`src/rtl/oneshot_reload_bank.sv`:
```
module oneshot_reload_bank #(
  parameter int NCNT = 8,
  parameter int W    = 16,
  parameter int AW   = 4
) (
  input  logic            clk_i,
  input  logic            rst_ni,
  input  logic            standby_i,
  input  logic            reg_wr_i,
  input  logic            reg_word_i,
  input  logic [AW-1:0]   reg_addr_i,
  input  logic [W-1:0]    reg_wdata_i,
  output logic [W-1:0]    reg_rdata_o,
  input  logic            cmp_strobe_i,
  input  logic            tick_i,
  output logic [NCNT-1:0] pulse_o
);
  localparam logic [AW-1:0] A_RELOAD = AW'(0);
  localparam logic [AW-1:0] A_RLDEN  = AW'(1);
  localparam logic [AW-1:0] A_LINK   = AW'(2);
  localparam logic [AW-1:0] A_START  = AW'(3);
  localparam int            CNT_BASE = 1 << (AW - 1);

  logic [W-1:0]            reload_q;
  logic [NCNT-1:0]         rld_en_q, link_q, run_q;
  logic [NCNT-1:0][W-1:0]  cnt_q;

  wire wr_ok = reg_wr_i & reg_word_i;

  always_ff @(posedge clk_i or negedge rst_ni)
    if (!rst_ni)                                 reload_q <= '0;
    else if (standby_i)                          reload_q <= '0;
    else if (wr_ok && reg_addr_i == A_RELOAD)    reload_q <= reg_wdata_i;

  always_ff @(posedge clk_i or negedge rst_ni)
    if (!rst_ni) begin
      rld_en_q <= '0;
      link_q   <= '0;
    end else if (wr_ok) begin
      if (reg_addr_i == A_RLDEN) rld_en_q <= reg_wdata_i[NCNT-1:0];
      if (reg_addr_i == A_LINK)  link_q   <= reg_wdata_i[NCNT-1:0];
    end

  for (genvar i = 0; i < NCNT; i++) begin : g_cnt
    wire strb_go = cmp_strobe_i & link_q[i] & ~run_q[i];
    wire sw_go   = wr_ok & (reg_addr_i == A_START) & reg_wdata_i[i] & ~run_q[i];
    wire do_load = strb_go & rld_en_q[i];
    wire cnt_wr  = wr_ok & (reg_addr_i == AW'(CNT_BASE + i));
    wire at_zero = cnt_q[i] == '0;
    wire at_one  = cnt_q[i] == W'(1);

    always_ff @(posedge clk_i or negedge rst_ni)
      if (!rst_ni)                                       run_q[i] <= 1'b0;
      else if (strb_go | sw_go)                          run_q[i] <= 1'b1;
      else if (run_q[i] && (at_zero || (tick_i && at_one))) run_q[i] <= 1'b0;

    always_ff @(posedge clk_i or negedge rst_ni)
      if (!rst_ni)                              cnt_q[i] <= '0;
      else if (do_load)                         cnt_q[i] <= reload_q;
      else if (cnt_wr)                          cnt_q[i] <= reg_wdata_i;
      else if (run_q[i] && tick_i && !at_zero)  cnt_q[i] <= cnt_q[i] - W'(1);
  end

  assign pulse_o = run_q;

  always_comb begin
    reg_rdata_o = '0;
    case (reg_addr_i)
      A_RELOAD: reg_rdata_o = reload_q;
      A_RLDEN:  reg_rdata_o = W'(rld_en_q);
      A_LINK:   reg_rdata_o = W'(link_q);
      A_START:  reg_rdata_o = W'(run_q);
      default:
        for (int k = 0; k < NCNT; k++)
          if (reg_addr_i == AW'(CNT_BASE + k)) reg_rdata_o = cnt_q[k];
    endcase
  end
endmodule

```
`config.mk`:
```
export PLATFORM = sky130hd
export DESIGN_NAME = oneshot_reload_bank
export DESIGN_NICKNAME = d
export VERILOG_FILES = /design/src/rtl/oneshot_reload_bank.sv
export SDC_FILE = /design/constraint.sdc
export NUM_CORES = 1
export LEC_CHECK = 0
export BUFFER_PORTS_ARGS = -buffer_cell sky130_fd_sc_hd__buf_2
export CAP_MARGIN = 20
export CORE_MARGIN = 1
export CORE_UTILIZATION = 45
export CTS_BUF_LIST = sky130_fd_sc_hd__clkbuf_16
export DETAILED_ROUTE_END_ITERATION = 8
export SLEW_MARGIN = 20
export SYNTH_ARGS = -nofsm -noshare
export SYNTH_HDL_FRONTEND = slang
export SYNTH_SLANG_ARGS = --single-unit
```
`constraint.sdc`:
```
create_clock -name clk_i -period 2.83 [get_ports clk_i]
set_input_delay 0 -clock clk_i [delete_from_list [all_inputs] [get_ports clk_i]]
set_output_delay 0 -clock clk_i [all_outputs]
set_load 0.1 [all_outputs]
```
==> results of run 1 <==
-- synthesized netlist by cell type, drive strengths merged, types with 19 or more instances --
master | count | share of area
o21ai | 103 | 0.041
nand3 | 26 | 0.011
nor3 | 28 | 0.012
mux2 | 21 | 0.019
nand2 | 116 | 0.035
nor2 | 170 | 0.051
mux4 | 28 | 0.051
dfrtp | 168 | 0.34
a22o | 23 | 0.016
clkbuf | 90 | 0.027
o22ai | 19 | 0.0095
ha | 24 | 0.024
xnor2 | 53 | 0.037
a31oi | 24 | 0.012
a211oi | 26 | 0.016
nor4 | 35 | 0.020
or3 | 33 | 0.017
buf | 35 | 0.013
inv | 21 | 0.0063
xor2 | 43 | 0.030
a21oi | 185 | 0.074
-- state kept, by name, summed over array words and instances (netlist names) --
register  cells
rld_en_q      8
cnt_q       128
reload_q     16
link_q        8
pulse_o       8
-- power by group --
group	total [uW]	switching [uW]	leakage, uW	internal [uW]
Sequential	5100	1810	0.00193	3290
Combinational	4750	2580	0.00319	2170
Clock	2370	1150	0.000271	1230
Total	12200	5540	0.00539	6690
-- worst reg2reg max path, delay by kind of cell (launching register included) --
family	cells	cell delay [ps]
flip-flops	1	420
AND/OR/NAND/NOR	3	1450
AO/OA/AOI/OAI	2	590
-- layout by cell type, fill, tap and decap left out, types with 10 or more instances in the layout --
cell and count:
dfrtp_1 168, nand2_1 116, or3_1 32, xnor2_1 53, mux2_2 21, a31oi_1 24
inv_1 21, a21oi_1 185, ha_1 24, xor2_1 43, a211oi_1 26, nor3_1 27
nand4b_1 15, mux2i_1 10, nor4_1 30, o211ai_1 16, o21ai_0 95, clkbuf_16 17
buf_2 46, mux4_2 27, buf_4 70, nand3_1 25, o22ai_1 19, a22o_1 23
nor2_1 169, nor3b_1 11, and4b_1 13, o22a_1 14
-- final timing paths --
| kind | startpoint | to | slack (ps) | cells after the start |
|---|---|---|---|---|
| min | reg_wdata_i[8] | reload_q[8]$_DFFE_PN0P_ | 70 | 2 |
| max in group asynchronous | rst_ni | cnt_q[57]$_DFFE_PN0P_ | 1850 | 3 |
| min reg2reg | rld_en_q[0]$_DFFE_PN0P_ | rld_en_q[0]$_DFFE_PN0P_ | 560 | 1 |
| max | cnt_q[91]$_DFFE_PN0P_ | cnt_q[95]$_DFFE_PN0P_ | 250 | 5 |
| min in group asynchronous | rst_ni | cnt_q[3]$_DFFE_PN0P_ | 150 | 2 |
| max reg2reg | cnt_q[91]$_DFFE_PN0P_ | cnt_q[95]$_DFFE_PN0P_ | 250 | 5 |
-- through the flow --
step | setup slack (ps) | cells | area [sq um]
6_report | 253 | 1891 | 13900
5_1_grt | 81.5 | 1889 | 13900
4_1_cts | 254 | 1887 | 13900
3_5_place_dp | 269 | 1854 | 13300
3_3_place_gp | 311 | 1854 | 13300
2_1_floorplan | 104 | 1486 | 12500
-- area by class of cell --
class / count / area, sq um
flip-flops and latches: 168 / 4200
diodes: 4 / 10.0
multi-input cells: 1172 / 7720
well taps: 372 / 465
inverters: 21 / 78.8
clock inverters: 15 / 139
repair buffers: 122 / 857
clock buffers: 17 / 425
fillers: 2570 / 13200
-- metal layers --
layer / vias up / GRT usage / wire, microns
met1: 6210 / 0.524 / 21200
met4: 4 / 0.156 / 2300
met3: 142 / 0.0818 / 5770
li1: 5548 / - / -
met5: - / 0 / 27
met2: 800 / 0.530 / 21500
-- cells by family (layout without fill, tap and decap cells) --
| group | count (synthesis) | in the layout |
|---|---|---|
| DFF | 168 | 168 |
| buffers and inverters | 146 | 175 |
| muxes | 59 | 59 |
| adders and majority gates | 24 | 24 |
| and+or+nand+nor | 510 | 510 |
| AOI/OAI and AO/OA | 483 | 483 |
| other | 0 | 4 |
| xor gates and xnor gates | 96 | 96 |
==> run_results.csv, run 1 <==
group,metric,value,unit
sta,finalHoldViolations,0,
synth,synth_flop_cell,"dfrtp_1",
floorplanning,coreArea,27100,sq um
sta,rsz0062_at_grt,"no",
power,leakagePower,0.00539,uW
drt,drt-initial-drc-count,1545,
floorplanning,design.die.area,28400,sq um
global_route,first_global_vias,11500,
sta,finalSetupTns,0,ps
synth,async_reset_ff_frac,1.00,
synth,synth-adder-area-share,0.0240,
drt,firstDrtPassIters,6,
sta,whs,67.3,ps
cells_and_area,synthToLayoutAreaGrowth,11.2,%
setup_path,worst_path_most_repeated_cell,"or4_4",
clock_network,clkTransAtPathRegs,80,ps
clock_network,ctsHoldBuffers,1,
power,ir_worst_vdd,508,uV
place,gp_congestion,1.01,
synth,muxShareOfSynthArea,0.0777,
power,p_total,12200,uW
setup_path,arrival,2920,ps
drt,ant_nets,0,
floorplanning,die_y,169,microns
cells_and_area,finalNetCount,1553,
clock_network,postCtsResizedCells,0,
flow_run,drv_cap,0,
setup_path,cpLargestDelayFamily,"simple AND/OR/NAND/NOR gates",
setup_path,criticalPathCategory,"reg2reg",
synth,syn_inst,1486,
setup_path,slowest_delay,570,ps
worst_hold_path,min-delay-path-class,"in2reg",
setup_path,slowest_stage,"or4_4",
synth,ys_types,75,
synth,synth_edf_count,0,
setup_path,cp_num_buf_inv,0,
setup_path,cp_max_fo,26,
drt,wl_per_cell,26.9,microns
setup_path,crit_path_end_kind,"flop",
synth,yosysWarningCount,0,
sta,drv_slew,0,
power,p_per_area,880,nW/um^2
cells_and_area,drive_gt1_frac,0.149,
sta,finalSetupViolCount,0,
sta,period_minus_slack,2580,ps
global_route,antenna_found_initial,6,
synth,netlist_area,12500,sq um
floorplanning,num_rows,60,
place,portBuffers,50,
drt,drc,0,
setup_path,crit_required,3180,ps
synth,synth-simple-area-share,0.211,
synth,synth_area_per_cell,8.41,sq um
clock_network,cts_tree,"done",
synth,synth_compound_area_frac,0.238,
clock_network,postCtsSetupBuffers,0,
sta,finalCritPeriodShare,0.911,
sta,tightestPinTransition,854,ps
global_route,track_usage,0.366,
floorplanning,num_io_pins,51,
place,hpwl,35100,microns
drt,viasPerCell,6.72,
clock_network,cts_made_buffers,17,
synth,syn-num-nets,1537,
status,outcome,"finished clean",
synth,seq_area_frac_synth,0.336,
synth,synth_top_family_by_area,"compound AO/OA/AOI/OAI gates",
clock_network,clk_path_buf_depth,2,
sta,relSlewSlack,0.430,
clock_network,htree_levels,4,
clock_network,cts-root-buf,"clkbuf_16",
setup_path,start_kind,"flop",
floorplanning,start_util,0.461,
clock_network,clock_latency,460,ps
drt,routed_wl,50800,microns
cells_and_area,fin_util,0.513,
global_route,grt_pass1_wl,76200,microns
setup_path,crit_chain,"or4_4 > or4_4 > o21bai_2 > nand3_2 > o22a_1",
clock_network,cts_sinks,168,
global_route,overflow,0,
sta,fmax,388,MHz
sta,fin_skew,20.1,ps
synth,ys_ff_latch,168,
synth,synth_xor_area_frac,0.0673,
floorplanning,die_x,169,microns
global_route,grt_max_degree,71,
drt,vias,12700,
Note: power is estimated with default switching activity, not from simulation.
==> run 2, diff against run 1 <==
--- a/config.mk
+++ b/config.mk
@@ -11,6 +11,7 @@
 export CORE_UTILIZATION = 45
 export CTS_BUF_LIST = sky130_fd_sc_hd__clkbuf_16
 export DETAILED_ROUTE_END_ITERATION = 8
+export HOLD_SLACK_MARGIN = 0.12
 export SLEW_MARGIN = 20
 export SYNTH_ARGS = -nofsm -noshare
 export SYNTH_HDL_FRONTEND = slang
==> run 2 against run 1 <==
Compared with the run above: sequential power hardly changed; critical path depth stayed put; first-iteration DRC count is 0.39% higher; count of clock-buffer cells in the layout stayed put; combinational power hardly changed; largest power group unchanged.
==> run_results.csv, run 2 (same netlist as run 1, synthesis figures left out) <==
group,metric,value,unit
cells_and_area,n_fill_cell,2566,
global_route,grt_pass1_wl,76300,microns
setup_path,crit_required,3180,ps
setup_path,r2r_cells,5,
place,portBuffers,50,
cells_and_area,final_cell_mix,"185 x a21oi_1, 169 x nor2_1, 168 x dfrtp_1",
drt,ant_nets,0,
setup_path,slowest_stage,"or4_4",
setup_path,ff2ff_setup_slack,250,ps
setup_path,crit_chain,"or4_4 > or4_4 > o21bai_2 > nand3_2 > o22a_1",
clock_network,htree_levels,4,
cells_and_area,regMostFlops,"cnt_q",
sta,finalCritPeriodShare,0.910,
power,p_per_area,872,nW/um^2
drt,drc,0,
floorplanning,num_io_pins,51,
clock_network,postCtsResizedCells,0,
sta,period_minus_slack,2580,ps
clock_network,ctsHoldBuffers,17,
sta,tightestPinTransition,860,ps
power,leakagePower,0.00546,uW
sta,finalSetupTns,0,ps
setup_path,cp-endpoint,"cnt_q[95]$_DFFE_PN0P_",
setup_path,arrival,2930,ps
setup_path,start_kind,"flop",
floorplanning,coreArea,27100,sq um
floorplanning,num_rows,60,
floorplanning,design.die.area,28400,sq um
worst_hold_path,min-delay-path-class,"in2reg",
cells_and_area,fin_area,14100,sq um
clock_network,clk_path_buf_depth,2,
drt,vias,12700,
sta,rsz0062_at_grt,"no",
sta,fmax,388,MHz
global_route,overflow,0,
global_route,track_usage,0.366,
flow_run,drv_cap,0,
setup_path,criticalPathCategory,"reg2reg",
cells_and_area,largest_reg_flops,128,
setup_path,crit_path_end_kind,"flop",
clock_network,postCtsSetupBuffers,0,
setup_path,cp_max_fo,26,
global_route,first_global_vias,11500,
status,outcome,"finished clean",
power,ir_worst_vdd,505,uV
sta,finalHoldViolations,0,
place,hpwl,35100,microns
drt,wl_per_cell,26.7,microns
drt,drt-initial-drc-count,1551,
clock_network,cts_made_buffers,17,
place,gp_congestion,1.01,
sta,drv_slew,0,
place,placed_area,13300,sq um
drt,routed_wl,51000,microns
floorplanning,die_x,169,microns
clock_network,cts_sinks,168,
cells_and_area,finalNetCount,1569,
global_route,antenna_found_initial,5,
sta,fin_skew,17.3,ps
setup_path,worst_path_most_repeated_cell,"or4_4",
setup_path,worstReg2RegEnd,"cnt_q[95]$_DFFE_PN0P_",
sta,finalSetupViolCount,0,
cells_and_area,drive_gt1_frac,0.148,
setup_path,r2r_start,"cnt_q[91]$_DFFE_PN0P_",
clock_network,cts_tree,"done",
clock_network,clock_latency,460,ps
global_route,grt_max_degree,71,
clock_network,clkTransAtPathRegs,80,ps
cells_and_area,synthToLayoutAreaGrowth,12.5,%
cells_and_area,layout_commonest_cell,"a21oi_1",
clock_network,cts-root-buf,"clkbuf_16",
setup_path,slowest_delay,570,ps
drt,viasPerCell,6.68,
sta,relSlewSlack,0.427,
floorplanning,start_util,0.461,
drt,firstDrtPassIters,6,
floorplanning,die_y,169,microns
worst_hold_path,hold_depth,2,
setup_path,startpoint,"cnt_q[91]$_DFFE_PN0P_",
cells_and_area,top_regs,"cnt_q: 128 flops, reload_q: 16 flops",
[run 2: how the worst min path moves through the flow]
stage	startpoint	endpoint	slack, ps
2_1_floorplan	rst_ni	cnt_q[0]$_DFFE_PN0P_	-300
3_3_place_gp	rst_ni	cnt_q[4]$_DFFE_PN0P_	80
3_5_place_dp	rst_ni	cnt_q[1]$_DFFE_PN0P_	70
4_1_cts	reg_addr_i[2]	rld_en_q[7]$_DFFE_PN0P_	130
5_1_grt	reg_wdata_i[4]	reload_q[4]$_DFFE_PN0P_	120
6_report	reg_wdata_i[4]	reload_q[4]$_DFFE_PN0P_	130
[run 2: final cells by class]
cell class              instances  area [sq um]  area share
multi-input cells            1172          7720       0.549
flip-flops and latches        168          4200       0.299
repair buffers                138          1020      0.0724
well taps                     372           465      0.0331
clock buffers                  17           425      0.0303
clock inverters                15           139     0.00988
inverters                      21          78.8     0.00561
diodes                          4          10.0    0.000712
[run 2: metal layers]
layer,vias to the layer above,part of all wire,global-route usage
li1,5593,-,-
met1,6218,0.42,0.524
met2,790,0.42,0.532
met3,135,0.12,0.0800
met4,2,0.046,0.156
met5,-,0.00033,0
[run 2: power by group]
part           switching (uW)  leakage [uW]  internal [uW]
logic                    2600       0.00326           2180
clock network            1150      0.000271           1230
registers                1810       0.00193           3290
total                    5560       0.00546           6710
[run 2: critical path, delay by kind of cell (launching register included)]
| family | cells | cell delay [ps] |
|---|---|---|
| flip-flops | 1 | 420 |
| AO/OA/AOI/OAI | 2 | 590 |
| AND/OR/NAND/NOR | 3 | 1450 |
[run 2: metrics by stage]
stage	instances	hold WS [ps]	worst slack (ps)	total power (uW)	utilization
floorplan	1486	-296	104	8060	-
global placement	1854	83.7	311	9650	0.491
detailed placement	1854	73.9	269	9720	0.491
CTS	1903	126	254	12100	0.518
global route	1905	122	81.4	12900	0.519
finish	1907	132	254	12300	0.519
